**src/rtl/fcsd_pkg.sv**
```systemverilog
package fcsd_pkg;

  localparam int MAX_STAGES = 2;

  typedef struct packed {
    logic [MAX_STAGES-1:0] stageLoad;
  } fcsd_strobe_t;

  function automatic int stageCount(input int coef);
    case (coef)
      217:        return 2;
      9, 17, 33:  return 1;
      default:    return 0;
    endcase
  endfunction

  function automatic int stageShift(input int coef, input int idx);
    case (coef)
      217:     return (idx == 0) ? 3 : 5;
      9:       return 3;
      17:      return 4;
      33:      return 5;
      default: return 0;
    endcase
  endfunction

  function automatic bit stageNegate(input int coef, input int idx);
    if (coef == 217 && idx < 2) return 1'b1;
    return 1'b0;
  endfunction

  function automatic int stageFactor(input int coef, input int idx);
    int base;
    base = 1 << stageShift(coef, idx);
    return stageNegate(coef, idx) ? base - 1 : base + 1;
  endfunction

  function automatic int stageGrowth(input int coef, input int idx);
    return $clog2(stageFactor(coef, idx));
  endfunction

  function automatic int growthUpTo(input int coef, input int n);
    int acc;
    acc = 0;
    for (int i = 0; i < n; i++) acc += stageGrowth(coef, i);
    return acc;
  endfunction

endpackage

```
**src/rtl/fcsd_ctrl.sv**
```systemverilog
module fcsd_ctrl
  import fcsd_pkg::*;
#(
  parameter int NSTAGES = 2
) (
  input  logic         clk,
  input  logic         rstN,
  input  logic         inValid,
  output fcsd_strobe_t strobes,
  output logic         outValid
);

  logic [NSTAGES-1:0] validPipe;

  always_ff @(posedge clk or negedge rstN) begin
    if (!rstN) validPipe <= '0;
    else       validPipe <= {validPipe[NSTAGES-2+1-1:0], inValid} >> 0;
  end

  always_comb begin
    strobes = '0;
    strobes.stageLoad[0] = inValid;
    for (int i = 1; i < NSTAGES; i++) strobes.stageLoad[i] = validPipe[i-1];
  end

  assign outValid = validPipe[NSTAGES-1];

  assert_valid_enter_R3: assert property (@(posedge clk) disable iff (!rstN)
    inValid |=> validPipe[0]);
  assert_valid_quiet_R3: assert property (@(posedge clk) disable iff (!rstN)
    !inValid |=> !validPipe[0]);

endmodule

```
**src/rtl/fcsd_stage.sv**
```systemverilog
module fcsd_stage #(
  parameter int PROD_W = 24,
  parameter int SHIFT  = 3,
  parameter bit NEGATE = 1'b1,
  parameter int OUT_W  = 19
) (
  input  logic                     clk,
  input  logic                     rstN,
  input  logic                     load,
  input  logic signed [PROD_W-1:0] din,
  output logic signed [PROD_W-1:0] dout
);

  logic signed [PROD_W-1:0] shifted;
  logic signed [PROD_W-1:0] sumNext;

  assign shifted = din <<< SHIFT;

  generate
    if (NEGATE) begin : g_sub
      assign sumNext = shifted - din;
    end else begin : g_add
      assign sumNext = shifted + din;
    end
  endgenerate

  always_ff @(posedge clk or negedge rstN) begin
    if (!rstN)     dout <= '0;
    else if (load) dout <= sumNext;
  end

  logic [PROD_W-OUT_W:0] topBits;
  assign topBits = dout[PROD_W-1:OUT_W-1];

  assert_stage_fits_R4: assert property (@(posedge clk) disable iff (!rstN)
    (topBits == '0) || (topBits == '1));
  assert_stage_hold_R5: assert property (@(posedge clk) disable iff (!rstN)
    !load |=> $stable(dout));

endmodule

```
**src/rtl/fcsd_datapath.sv**
```systemverilog
module fcsd_datapath
  import fcsd_pkg::*;
#(
  parameter int DATA_W  = 16,
  parameter int COEF    = 217,
  parameter int NSTAGES = 2,
  parameter int PROD_W  = 24
) (
  input  logic              clk,
  input  logic              rstN,
  input  fcsd_strobe_t      strobes,
  input  logic [DATA_W-1:0] inData,
  output logic [PROD_W-1:0] product
);

  logic signed [PROD_W-1:0] stageBus [NSTAGES+1];

  assign stageBus[0] = PROD_W'($signed(inData));

  generate
    for (genvar i = 0; i < NSTAGES; i++) begin : g_stage
      localparam int SH   = stageShift(COEF, i);
      localparam bit NEG  = stageNegate(COEF, i);
      localparam int OUTW = DATA_W + growthUpTo(COEF, i + 1);
      fcsd_stage #(
        .PROD_W(PROD_W),
        .SHIFT (SH),
        .NEGATE(NEG),
        .OUT_W (OUTW)
      ) i_stage (
        .clk (clk),
        .rstN(rstN),
        .load(strobes.stageLoad[i]),
        .din (stageBus[i]),
        .dout(stageBus[i+1])
      );
    end
    for (genvar j = NSTAGES; j < MAX_STAGES; j++) begin : g_idle
      assert_idle_lane_R3: assert property (@(posedge clk) disable iff (!rstN)
        !strobes.stageLoad[j]);
    end
  endgenerate

  assign product = stageBus[NSTAGES];

endmodule

```
**src/rtl/fcsd_const_mult.sv**
```systemverilog
module fcsd_const_mult
  import fcsd_pkg::*;
#(
  parameter  int DATA_W = 16,
  parameter  int COEF   = 217,
  localparam int NSTAGES = stageCount(COEF),
  localparam int PROD_W  = DATA_W + growthUpTo(COEF, NSTAGES)
) (
  input  logic              clk,
  input  logic              rstN,
  input  logic              inValid,
  input  logic [DATA_W-1:0] inData,
  output logic              outValid,
  output logic [PROD_W-1:0] outProduct
);

  generate
    if (NSTAGES < 1) begin : g_unsupported
      $error("fcsd_const_mult: constant has no factor table");
    end
  endgenerate

  fcsd_strobe_t strobes;

  fcsd_ctrl #(
    .NSTAGES(NSTAGES)
  ) i_ctrl (
    .clk     (clk),
    .rstN    (rstN),
    .inValid (inValid),
    .strobes (strobes),
    .outValid(outValid)
  );

  fcsd_datapath #(
    .DATA_W (DATA_W),
    .COEF   (COEF),
    .NSTAGES(NSTAGES),
    .PROD_W (PROD_W)
  ) i_datapath (
    .clk    (clk),
    .rstN   (rstN),
    .strobes(strobes),
    .inData (inData),
    .product(outProduct)
  );

  // delivered product equals the constant times the input sampled NSTAGES edges earlier
  assert_product_exact_R1: assert property (@(posedge clk) disable iff (!rstN)
    outValid |-> (longint'($signed(outProduct)) ==
                  longint'(COEF) * longint'($signed($past(inData, NSTAGES)))));
  assert_valid_latency_R3: assert property (@(posedge clk) disable iff (!rstN)
    outValid |-> $past(inValid, NSTAGES));
  assert_product_hold_R5: assert property (@(posedge clk) disable iff (!rstN)
    !outValid |-> $stable(outProduct));

endmodule

```
**config.mk**
```make
export PLATFORM = sky130hd
export DESIGN_NAME = fcsd_const_mult
export DESIGN_NICKNAME = d
export VERILOG_FILES = /design/src/rtl/fcsd_pkg.sv /design/src/rtl/fcsd_ctrl.sv /design/src/rtl/fcsd_stage.sv /design/src/rtl/fcsd_datapath.sv /design/src/rtl/fcsd_const_mult.sv
export SDC_FILE = /design/constraint.sdc
export NUM_CORES = 1
export LEC_CHECK = 0
export BUFFER_PORTS_ARGS = -buffer_cell sky130_fd_sc_hd__buf_2
export CAP_MARGIN = 20
export CORE_ASPECT_RATIO = 1.2
export CORE_MARGIN = 2
export CORE_UTILIZATION = 52
export DETAILED_ROUTE_END_ITERATION = 12
export PLACE_DENSITY_LB_ADDON = 0.15
export SYNTH_ARGS = -nofsm -noshare
export SYNTH_HDL_FRONTEND = slang
export SYNTH_SLANG_ARGS = --single-unit
```
**constraint.sdc**
```tcl
create_clock -name clk -period 1.9 [get_ports clk]
set_clock_uncertainty 0.05 [all_clocks]
set_input_delay 0.095 -clock clk [delete_from_list [all_inputs] [get_ports clk]]
set_output_delay 0.095 -clock clk [all_outputs]
set_load 0.01 [all_outputs]
```
==> flow_summary.yaml, run 1 <==
run_status:
  status: "finished with violations"
  failed_checks: "negative setup slack"
run:
  cap_violations: 0
routing:
  met3_length_um: 341
  routed.top_layer: "met4"
  routed_wl_mm: 9.61
  drt-initial-drc-count: 210
  drtAntennaViolNets: 0
  met1Wirelength_mm: 4.02
  vias: 3607
  drc: 0
  vias_per_cell: 5.57
  avgRoutedWirePerCell_um: 14.8
  drt_first_pass_iters: 4
  wl_met2_mm: 4.87
sta:
  fin_crit_sh_pct: 117
  setup_ws_ns: -0.328
  max_freq_mhz: 449
  finalSetupViolations: 15
  finalCriticalPeriod_ns: 2.23
  slew_headroom_pct: 58.0
  tightestPinTransition_ns: 0.631
  rsz0062_at_grt: "yes"
  final_hold_viol_count: 0
  final_max_slew_viol_count: 0
min_path:
  worstHoldPathType: "input pin to flop"
  worstHoldStart: "inData[0]"
synth:
  synth_area_um2: 3610
  synth_seq_cells: 46
  avgSynthCellArea_um2: 8.73
  ys_types: 51
  synthArstFlopShare_pct: 100
  synthCells: 414
  synth-main-ff-cell: "dfrtp_1"
  syn_nets: 468
  synth_edf_count: 0
  synth_warnings: 0
  ys_seq_area_share_pct: 31.9
cells_and_area:
  fin_util_pct: 75.3
  mostFrequentLayoutCells: "buf_4 (105), dfrtp_1 (44), buf_2 (43)"
  final_area_um2: 5100
  area_delta_synth_final_pct: 41.1
  drive_gt1_share_pct: 38.9
  mostFrequentLayoutCell: "buf_4"
  n_antenna_cell: 0
  nets: 614
clock_tree:
  clkTransAtPathRegs_ns: 0.09
  cts_made_buffers: 5
  clock_sinks: 46
  cts_tree: "done"
  cts.htree.levels: 2
  clock_latency_ns: 0.30
  clockBufferDepth: 2
  cts-root-buf: "clkbuf_8"
die:
  die_x_um: 80.1
  initial_core_util_pct: 53.4
  core-area_um2: 6770
  fp-row-count: 33
  io_pins: 44
  dieArea_um2: 7630
  die_height_um: 95.3
pwr:
  ir_worst_vdd_mv: 0.730
  powerDensity_nw_per_um2: 1170
  p_sw_share_pct: 39.1
  switching_power_mw: 2.33
  seq_power_share_pct: 24.7
  power_frac_comb_pct: 63.7
  power_frac_clock_pct: 11.6
  total_leakage_power_nw: 2.51
  intPower_mw: 3.62
placement:
  gp_congestion: 0.994
  placedInstanceArea_um2: 4740
  port_buffers: 43
  place_hpwl_mm: 7.05
setup_path:
  timing.rr.start: "i_datapath.g_stage[0].i_stage.dout[5]"
  cp-end-kind: "flop"
  criticalPathCategory: "flop to flop"
  start_kind: "flop"
  cp_max_fo: 3
  crit_start: "i_datapath.g_stage[0].i_stage.dout[5]"
  worstPathRequired_ns: 2.04
  worstPathArrival_ns: 2.37
global_route:
  grt_max_degree: 47
  grt_usage_pct: 26.3
  gr-total-overflow: 0
  grt_pass1_vias: 3567
  antenna_found_initial: 0
  grt_pass1_wl_mm: 16.1
[kinds of logic after synthesis]
logic type / synth area share, %
AO/OA/AOI/OAI: 22.2
flip-flops: 31.9
buffers and inverters: 5.61
AND/OR/NAND/NOR: 14.9
adder cells (fa/ha/maj): 12.1
XOR/XNOR: 6.79
multiplexers: 6.58
[registers in the layout, summed over array words and instances, names as in the netlist]
| name | flops |
|---|---|
| i_ctrl.validPipe | 2 |
| i_datapath.g_stage.i_stage.dout | 44 |
[synth_stat cells (3+ instances only)]
| cell type | n | share of area [%] |
|---|---|---|
| dfrtp_1 | 46 | 32 |
| a21oi_1 | 41 | 5.7 |
| inv_1 | 41 | 4.3 |
| nand2_1 | 38 | 3.9 |
| ha_1 | 35 | 12 |
| nor2_1 | 22 | 2.3 |
| o21ai_0 | 20 | 2.8 |
| xnor2_1 | 18 | 4.4 |
| mux2_2 | 14 | 4.4 |
| nand4_1 | 14 | 2.4 |
| clkbuf_1 | 11 | 1.1 |
| xor2_1 | 10 | 2.4 |
| a21o_1 | 9 | 1.9 |
| mux2i_1 | 8 | 2.2 |
| nand3_1 | 6 | 0.83 |
| o21a_1 | 6 | 1.2 |
| o31ai_1 | 6 | 1.2 |
| a21boi_0 | 5 | 1.0 |
| a31oi_1 | 5 | 0.87 |
| nand2b_1 | 5 | 0.87 |
| nor3_1 | 5 | 0.69 |
| o211ai_1 | 5 | 1.0 |
| and3_1 | 4 | 0.69 |
| a211o_1 | 3 | 0.73 |
| a211oi_1 | 3 | 0.62 |
| or3_1 | 3 | 0.52 |
[final timing paths]
path                                                     endpoint  cells past startpoint  slack [ns]
max                        i_datapath.g_stage[1].i_stage.dout[12]                      9       -0.33
min                         i_datapath.g_stage[0].i_stage.dout[0]                      4        0.15
max reg2reg                i_datapath.g_stage[1].i_stage.dout[12]                      9       -0.33
min reg2reg                 i_datapath.g_stage[1].i_stage.dout[7]                      1        0.43
max in group asynchronous   i_datapath.g_stage[0].i_stage.dout[3]                      3        1.33
min in group asynchronous   i_datapath.g_stage[1].i_stage.dout[6]                      3        0.25
[power groups by stage]
stage | Clock [mW] | Sequential, mW | Combinational, mW
finish | 0.693 | 1.47 | 3.79
CTS | 0.712 | 1.47 | 3.53
global route | 0.747 | 1.51 | 4.13
detailed placement | 0 | 1.49 | 3.31
floorplan | 0 | 1.60 | 1.81
global placement | 0 | 1.47 | 3.24
[stage by stage]
step                      hold WS [ns]  power, mW  TNS [ns]  cells  setup slack [ns]
after global routing             0.178       6.39     -5.07    648            -0.429
after global placement          0.0402       4.71     -2.64    628            -0.258
after floorplan                 -0.251       3.41    -0.623    414            -0.169
after detailed placement        0.0420       4.80     -3.81    628            -0.298
final                            0.152       5.95     -3.44    648            -0.328
after CTS                        0.122       5.72     -3.30    646            -0.294
[worst max-delay path, cell delays in order (launching register included)]
cell and delay (ns):
dfrtp_1 0.37, inv_2 0.06, ha_4 0.26, nor3b_4 0.20, buf_4 0.14, nand4_1 0.19
a211oi_2 0.33, nor2_1 0.11, xnor2_1 0.14, mux2_4 0.26
[metal layers]
metal,track usage (%),up-vias
met5,0,-
met4,10.7,0
met3,3.03,29
met2,47.6,96
met1,31.3,1712
li1,-,1770
[what timing repair did]
item	CTS	global route
pin swaps	19	13
gates resized for setup	20	16
setup buffers	10	5
hold buffers	1	0
endpoints found under the hold margin	46	0
setup endpoints to repair	15	19
[final cells by class]
type | count | area, µm²
Timing Repair Buffer | 152 | 1060
Sequential cell | 46 | 1150
Multi-Input combinational cell | 314 | 2520
Clock buffer | 8 | 110
Tap cell | 87 | 109
Fill cell | 490 | 1670
Inverter | 41 | 154
Note: power is estimated with default switching activity, not from simulation.
==> run 2: changes to the inputs <==
--- a/config.mk
+++ b/config.mk
@@ -11,6 +11,7 @@
 export CORE_MARGIN = 2
 export CORE_UTILIZATION = 52
 export DETAILED_ROUTE_END_ITERATION = 12
+export MAX_ROUTING_LAYER = met4
 export PLACE_DENSITY_LB_ADDON = 0.15
 export SYNTH_ARGS = -nofsm -noshare
 export SYNTH_HDL_FRONTEND = slang
==> run 2 against run 1 <==
The run still ends with negative setup slack left. Combinational power hardly changed. Worst hold slack worse by 0.043 ns. Fmax is 1.7% lower. First-iteration DRC count is 11% lower. Critical path type unchanged. Largest power group unchanged. Highest routed layer unchanged.
==> flow_summary.yaml, run 2 (synthesis results as in run 1) <==
global_route:
  grt_pass1_vias: 3404
  grt_usage_pct: 25.5
  grt_pass1_wl_mm: 15.2
  grt_max_degree: 47
  antenna_found_initial: 0
  gr-total-overflow: 0
pwr:
  intPower_mw: 3.51
  seq_power_share_pct: 25.0
  power_frac_clock_pct: 9.9
  ir_worst_vdd_mv: 0.614
  p_sw_share_pct: 40.1
  finalPower_mw: 5.86
  total_leakage_power_nw: 2.52
  powerDensity_nw_per_um2: 1140
  switching_power_mw: 2.35
  power_frac_comb_pct: 65.1
placement:
  place_hpwl_mm: 6.97
  gp_congestion: 0.958
  port_buffers: 43
  place_inst: 633
routing:
  drtAntennaViolNets: 0
  drt_first_pass_iters: 6
  drt-initial-drc-count: 187
  vias: 3554
  avgRoutedWirePerCell_um: 14.5
  routed_wl_mm: 9.45
  vias_per_cell: 5.45
  drc: 0
sta:
  fin_crit_sh_pct: 119
  final_max_slew_viol_count: 0
  max_freq_mhz: 441
  slew_headroom_pct: 57.3
  setup_ws_ns: -0.366
  rsz0062_at_grt: "yes"
  tightestPinTransition_ns: 0.641
  final_hold_viol_count: 0
  fin_tns_setup_ns: -4.10
  finalSetupViolations: 14
  finalCriticalPeriod_ns: 2.27
  whs_ns: 0.110
run_status:
  failed_checks: "negative setup slack"
  status: "finished with violations"
setup_path:
  critPathMostFrequentCell: "buf_4"
  reg2reg_depth: 9
  timing.rr.start: "i_datapath.g_stage[0].i_stage.dout[0]"
  slowest_delay_ns: 0.44
  path_delay_family: "compound AO/OA/AOI/OAI gates"
  cp-end-kind: "flop"
  path_buf_inv: 2
  worstPathRequired_ns: 2.03
  worstPathArrival_ns: 2.40
  crit_chain: "ha_4, nor3b_4, buf_4, nand4_1, buf_4, a211oi_4, o21ai_2, a21boi_0, o31ai_1"
  regToRegSetupSlack_ns: -0.37
  endpoint: "i_datapath.g_stage[1].i_stage.dout[16]"
  cp.depth: 9
  start_kind: "flop"
  cp_slowest_cell: "dfrtp_1"
  cp_max_fo: 3
  r2r-end: "i_datapath.g_stage[1].i_stage.dout[16]"
  crit_start: "i_datapath.g_stage[0].i_stage.dout[0]"
  criticalPathCategory: "flop to flop"
die:
  dieArea_um2: 7630
  die_height_um: 95.3
  die_x_um: 80.1
  io_pins: 44
  initial_core_util_pct: 53.4
  fp-row-count: 33
  core-area_um2: 6770
clock_tree:
  clock_sinks: 46
  clkTransAtPathRegs_ns: 0.08
  cts_tree: "done"
  cts-root-buf: "clkbuf_8"
  cts_made_buffers: 5
  cts.htree.levels: 2
  clock_latency_ns: 0.30
  clockBufferDepth: 2
cells_and_area:
  mostFrequentLayoutCells: "buf_4 (109), dfrtp_1 (44), buf_2 (43)"
  fin_cells: 652
  top_register: "i_datapath.g_stage.i_stage.dout"
  fin_util_pct: 75.7
  area_delta_synth_final_pct: 41.9
  nets: 619
  reg_top3: "i_datapath.g_stage.i_stage.dout (44), i_ctrl.validPipe (2)"
  n_fill_cell: 500
  largest_register_ffs: 44
  n_antenna_cell: 0
  mostFrequentLayoutCell: "buf_4"
  drive_gt1_share_pct: 39.8
run:
  cap_violations: 0
min_path:
  worstHoldPathType: "input pin to flop"
run 2: worst min path at each step:
stage                   start                                    end  slack, ns  cells past startpoint
finish              inData[0]  i_datapath.g_stage[0].i_stage.dout[0]       0.11                      4
CTS                 inData[0]  i_datapath.g_stage[0].i_stage.dout[0]       0.11                      4
floorplan                rstN                    i_ctrl.validPipe[0]      -0.25                      0
detailed placement       rstN  i_datapath.g_stage[1].i_stage.dout[8]       0.04                      2
global placement         rstN  i_datapath.g_stage[1].i_stage.dout[5]       0.04                      2
global route        inData[0]  i_datapath.g_stage[0].i_stage.dout[0]       0.15                      4
run 2: tightest hold or removal path, cell delays in order:
cell and delay [ns]:
buf_2 0.12, buf_4 0.11, nand2_1 0.04, o21ai_0 0.06
run 2: layer usage:
metal	vias to the layer above	share of wire [%]	GRT usage, %
met3	25	3.0	3.31
met1	1654	43	30.4
met2	90	51	44.0
met5	-	0	-
li1	1785	-	-
met4	0	3.2	9.18
run 2: per-stage QoR:
step	setup slack [ns]	cell area [µm²]
after global placement	-0.224	4780
final	-0.366	5130
after global routing	-0.441	5130
after detailed placement	-0.298	4780
after floorplan	-0.169	3730
after CTS	-0.275	5000
run 2: power groups by stage:
| stage | registers (mW) | logic, mW | clock network [mW] |
|---|---|---|---|
| after floorplan | 1.60 | 1.81 | 0 |
| after global placement | 1.46 | 3.27 | 0 |
| after detailed placement | 1.48 | 3.35 | 0 |
| after CTS | 1.47 | 3.56 | 0.589 |
| after global routing | 1.50 | 4.16 | 0.627 |
| final | 1.46 | 3.82 | 0.581 |
run 2: area by class of cell:
cell class | count | area, µm² | share of cell area, %
multi-input combinational | 314 | 2530 | 49.4
sequential | 46 | 1150 | 22.5
timing repair buffer | 157 | 1100 | 21.4
inverter | 41 | 154 | 3.00
tap | 87 | 109 | 2.12
clock buffer | 5 | 68.8 | 1.34
clock inverter | 2 | 10.0 | 0.195
run 2: repair_timing:
item	CTS	global route
cloned	0	0
hold buffers	1	0
pin swaps	12	12
setup endpoints to repair	14	16
setup buffers	6	6
resized for setup	27	17
hold endpoints to repair	46	0
==> run 3: changes to the inputs <==
==> constraint.sdc (replaced) <==
create_clock -name clk -period 2.35 [get_ports clk]
set_clock_uncertainty 0.05 [all_clocks]
set_input_delay 0.1175 -clock clk [delete_from_list [all_inputs] [get_ports clk]]
set_output_delay 0.1175 -clock clk [all_outputs]
set_load 0.01 [all_outputs]
==> run 3 against run 2 <==
The run now ends clean. Sequential power fell by 19%. Power fell by 34%. Utilization fell by 14 points. Routed wire length fell by 15%. Fmax fell by 0.45%. Worst setup slack improved by 0.44 ns. Cell count fell by 15%. Combinational power fell by 43%. Flip-flop and latch count did not move. Via count fell by 13%. Critical endpoint is now i_datapath.g_stage[1].i_stage.dout[21].
==> flow_summary.yaml, run 3 (synthesis results as in run 1) <==
clock_tree:
  clockBufferDepth: 2
  clkTransAtPathRegs_ns: 0.09
  cts_tree: "done"
  cts_made_buffers: 5
  clock_latency_ns: 0.31
  clock_sinks: 46
  cts.htree.levels: 2
  cts-root-buf: "clkbuf_8"
setup_path:
  cp_max_fo: 5
  cp-end-kind: "flop"
  worstPathArrival_ns: 2.46
  worstPathRequired_ns: 2.53
  start_kind: "flop"
  r2r-end: "i_datapath.g_stage[1].i_stage.dout[21]"
  endpoint: "i_datapath.g_stage[1].i_stage.dout[21]"
  timing.rr.start: "i_datapath.g_stage[0].i_stage.dout[0]"
  crit_start: "i_datapath.g_stage[0].i_stage.dout[0]"
  reg2reg_depth: 7
  regToRegSetupSlack_ns: 0.07
  criticalPathCategory: "flop to flop"
run:
  cap_violations: 0
min_path:
  worstHoldPathType: "input pin to flop"
global_route:
  grt_pass1_wl_mm: 13.5
  grt_pass1_vias: 3039
  antenna_found_initial: 0
  grt_usage_pct: 22.7
  grt_max_degree: 35
  gr-total-overflow: 0
cells_and_area:
  fin_cells: 554
  area_delta_synth_final_pct: 15.9
  drive_gt1_share_pct: 21.2
  nets: 520
  n_fill_cell: 620
  largest_register_ffs: 44
  multi_input_area_um2: 2350
  reg_top3: "i_datapath.g_stage.i_stage.dout (44), i_ctrl.validPipe (2)"
  fin_util_pct: 61.8
  final_area_um2: 4190
  n_antenna_cell: 0
  seqCellArea_um2: 1150
  mostFrequentLayoutCell: "dfrtp_1"
  top_register: "i_datapath.g_stage.i_stage.dout"
  mostFrequentLayoutCells: "dfrtp_1 (45), buf_2 (43), inv_1 (41)"
die:
  io_pins: 44
  core-area_um2: 6770
  die_x_um: 80.1
  die_height_um: 95.3
  dieArea_um2: 7630
  initial_core_util_pct: 53.4
  fp-row-count: 33
routing:
  drt-initial-drc-count: 136
  vias_per_cell: 5.57
  drtAntennaViolNets: 0
  vias: 3084
  routed_wl_mm: 8.00
  drc: 0
  avgRoutedWirePerCell_um: 14.4
  drt_first_pass_iters: 4
placement:
  port_buffers: 43
  gp_congestion: 0.867
  dpl_worst_slack_ns: 0.0247
  placedInstanceArea_um2: 3980
  place_hpwl_mm: 6.33
  place_inst: 543
sta:
  final_max_slew_viol_count: 0
  final_hold_viol_count: 0
  fin_crit_sh_pct: 96.9
  finalCriticalPeriod_ns: 2.28
  slew_headroom_pct: 56.5
  tightestPinTransition_ns: 0.652
  max_freq_mhz: 439
  setup_ws_ns: 0.0732
  finalSetupViolations: 0
pwr:
  ir_worst_vdd_mv: 0.476
  powerDensity_nw_per_um2: 923
  total_leakage_power_nw: 2.00
run_status:
  status: "complete, no violations"
## run 3: changes by cell type in the layout (fill, tap and decap cells not counted), sizes merged
| cell | change |
|---|---|
| buf | -99 |
| clkbuf | +1 |
| clkinv | -1 |
| clkinvlp | +1 |
## run 3: how the worst min path moves through the flow
stage               cells after the start                               endpoint  startpoint  slack (ns)
finish                                  3  i_datapath.g_stage[0].i_stage.dout[0]   inData[0]        0.05
global placement                        1  i_datapath.g_stage[1].i_stage.dout[4]        rstN        0.04
floorplan                               0                    i_ctrl.validPipe[0]        rstN       -0.23
global route                            3  i_datapath.g_stage[0].i_stage.dout[0]   inData[0]        0.09
CTS                                     3  i_datapath.g_stage[0].i_stage.dout[0]   inData[0]        0.06
detailed placement                      1  i_datapath.g_stage[1].i_stage.dout[7]        rstN        0.04
## run 3: routing by layer
layer / track usage, % / routed length, µm / share of wire, % / up-vias
li1: - / - / - / 1589
met1: 27.3 / 3710 / 46 / 1409
met2: 38.5 / 3870 / 48 / 69
met3: 2.94 / 220 / 2.8 / 17
met4: 9.18 / 197 / 2.5 / 0
met5: - / 0 / 0 / -
## run 3: cell type report
class / count / area share [%]
clock buffers: 6 / 1.97
repair buffers: 58 / 7.89
inverters: 41 / 3.67
multi-input cells: 314 / 56.1
flip-flops and latches: 46 / 27.5
well taps: 87 / 2.60
clock inverters: 2 / 0.299
## run 3: power by group
part	leakage [nW]	switching, mW	internal, mW	total, mW
Sequential	0.539	0.141	1.04	1.18
Clock	0.0472	0.279	0.237	0.515
Combinational	1.42	1.19	0.971	2.16
Total	2.00	1.61	2.25	3.86
## run 3: what timing repair did
item / in CTS / in global routing
setup endpoints to repair: 1 / 10
gates resized for setup: 1 / 18
setup buffers: 0 / 2
endpoints found under the hold margin: 20 / 0
pin swaps: 0 / 3
hold buffers: 1 / 0
## run 3: metrics by stage
stage	power [mW]	TNS, ns	hold slack [ns]
after floorplan	2.64	0	-0.228
after global placement	3.21	0	0.0411
after detailed placement	3.25	0	0.0436
after CTS	3.77	0	0.0622
after global routing	4.20	-0.00731	0.0938
final	3.86	0	0.0536
## run 3: critical path, cell delays in order (launching register included)
cell     delay, ns
dfrtp_2       0.45
ha_4          0.28
nor3b_4       0.20
nand4_1       0.15
a21o_1        0.25
a31o_1        0.27
or3_4         0.38
a41oi_2       0.15
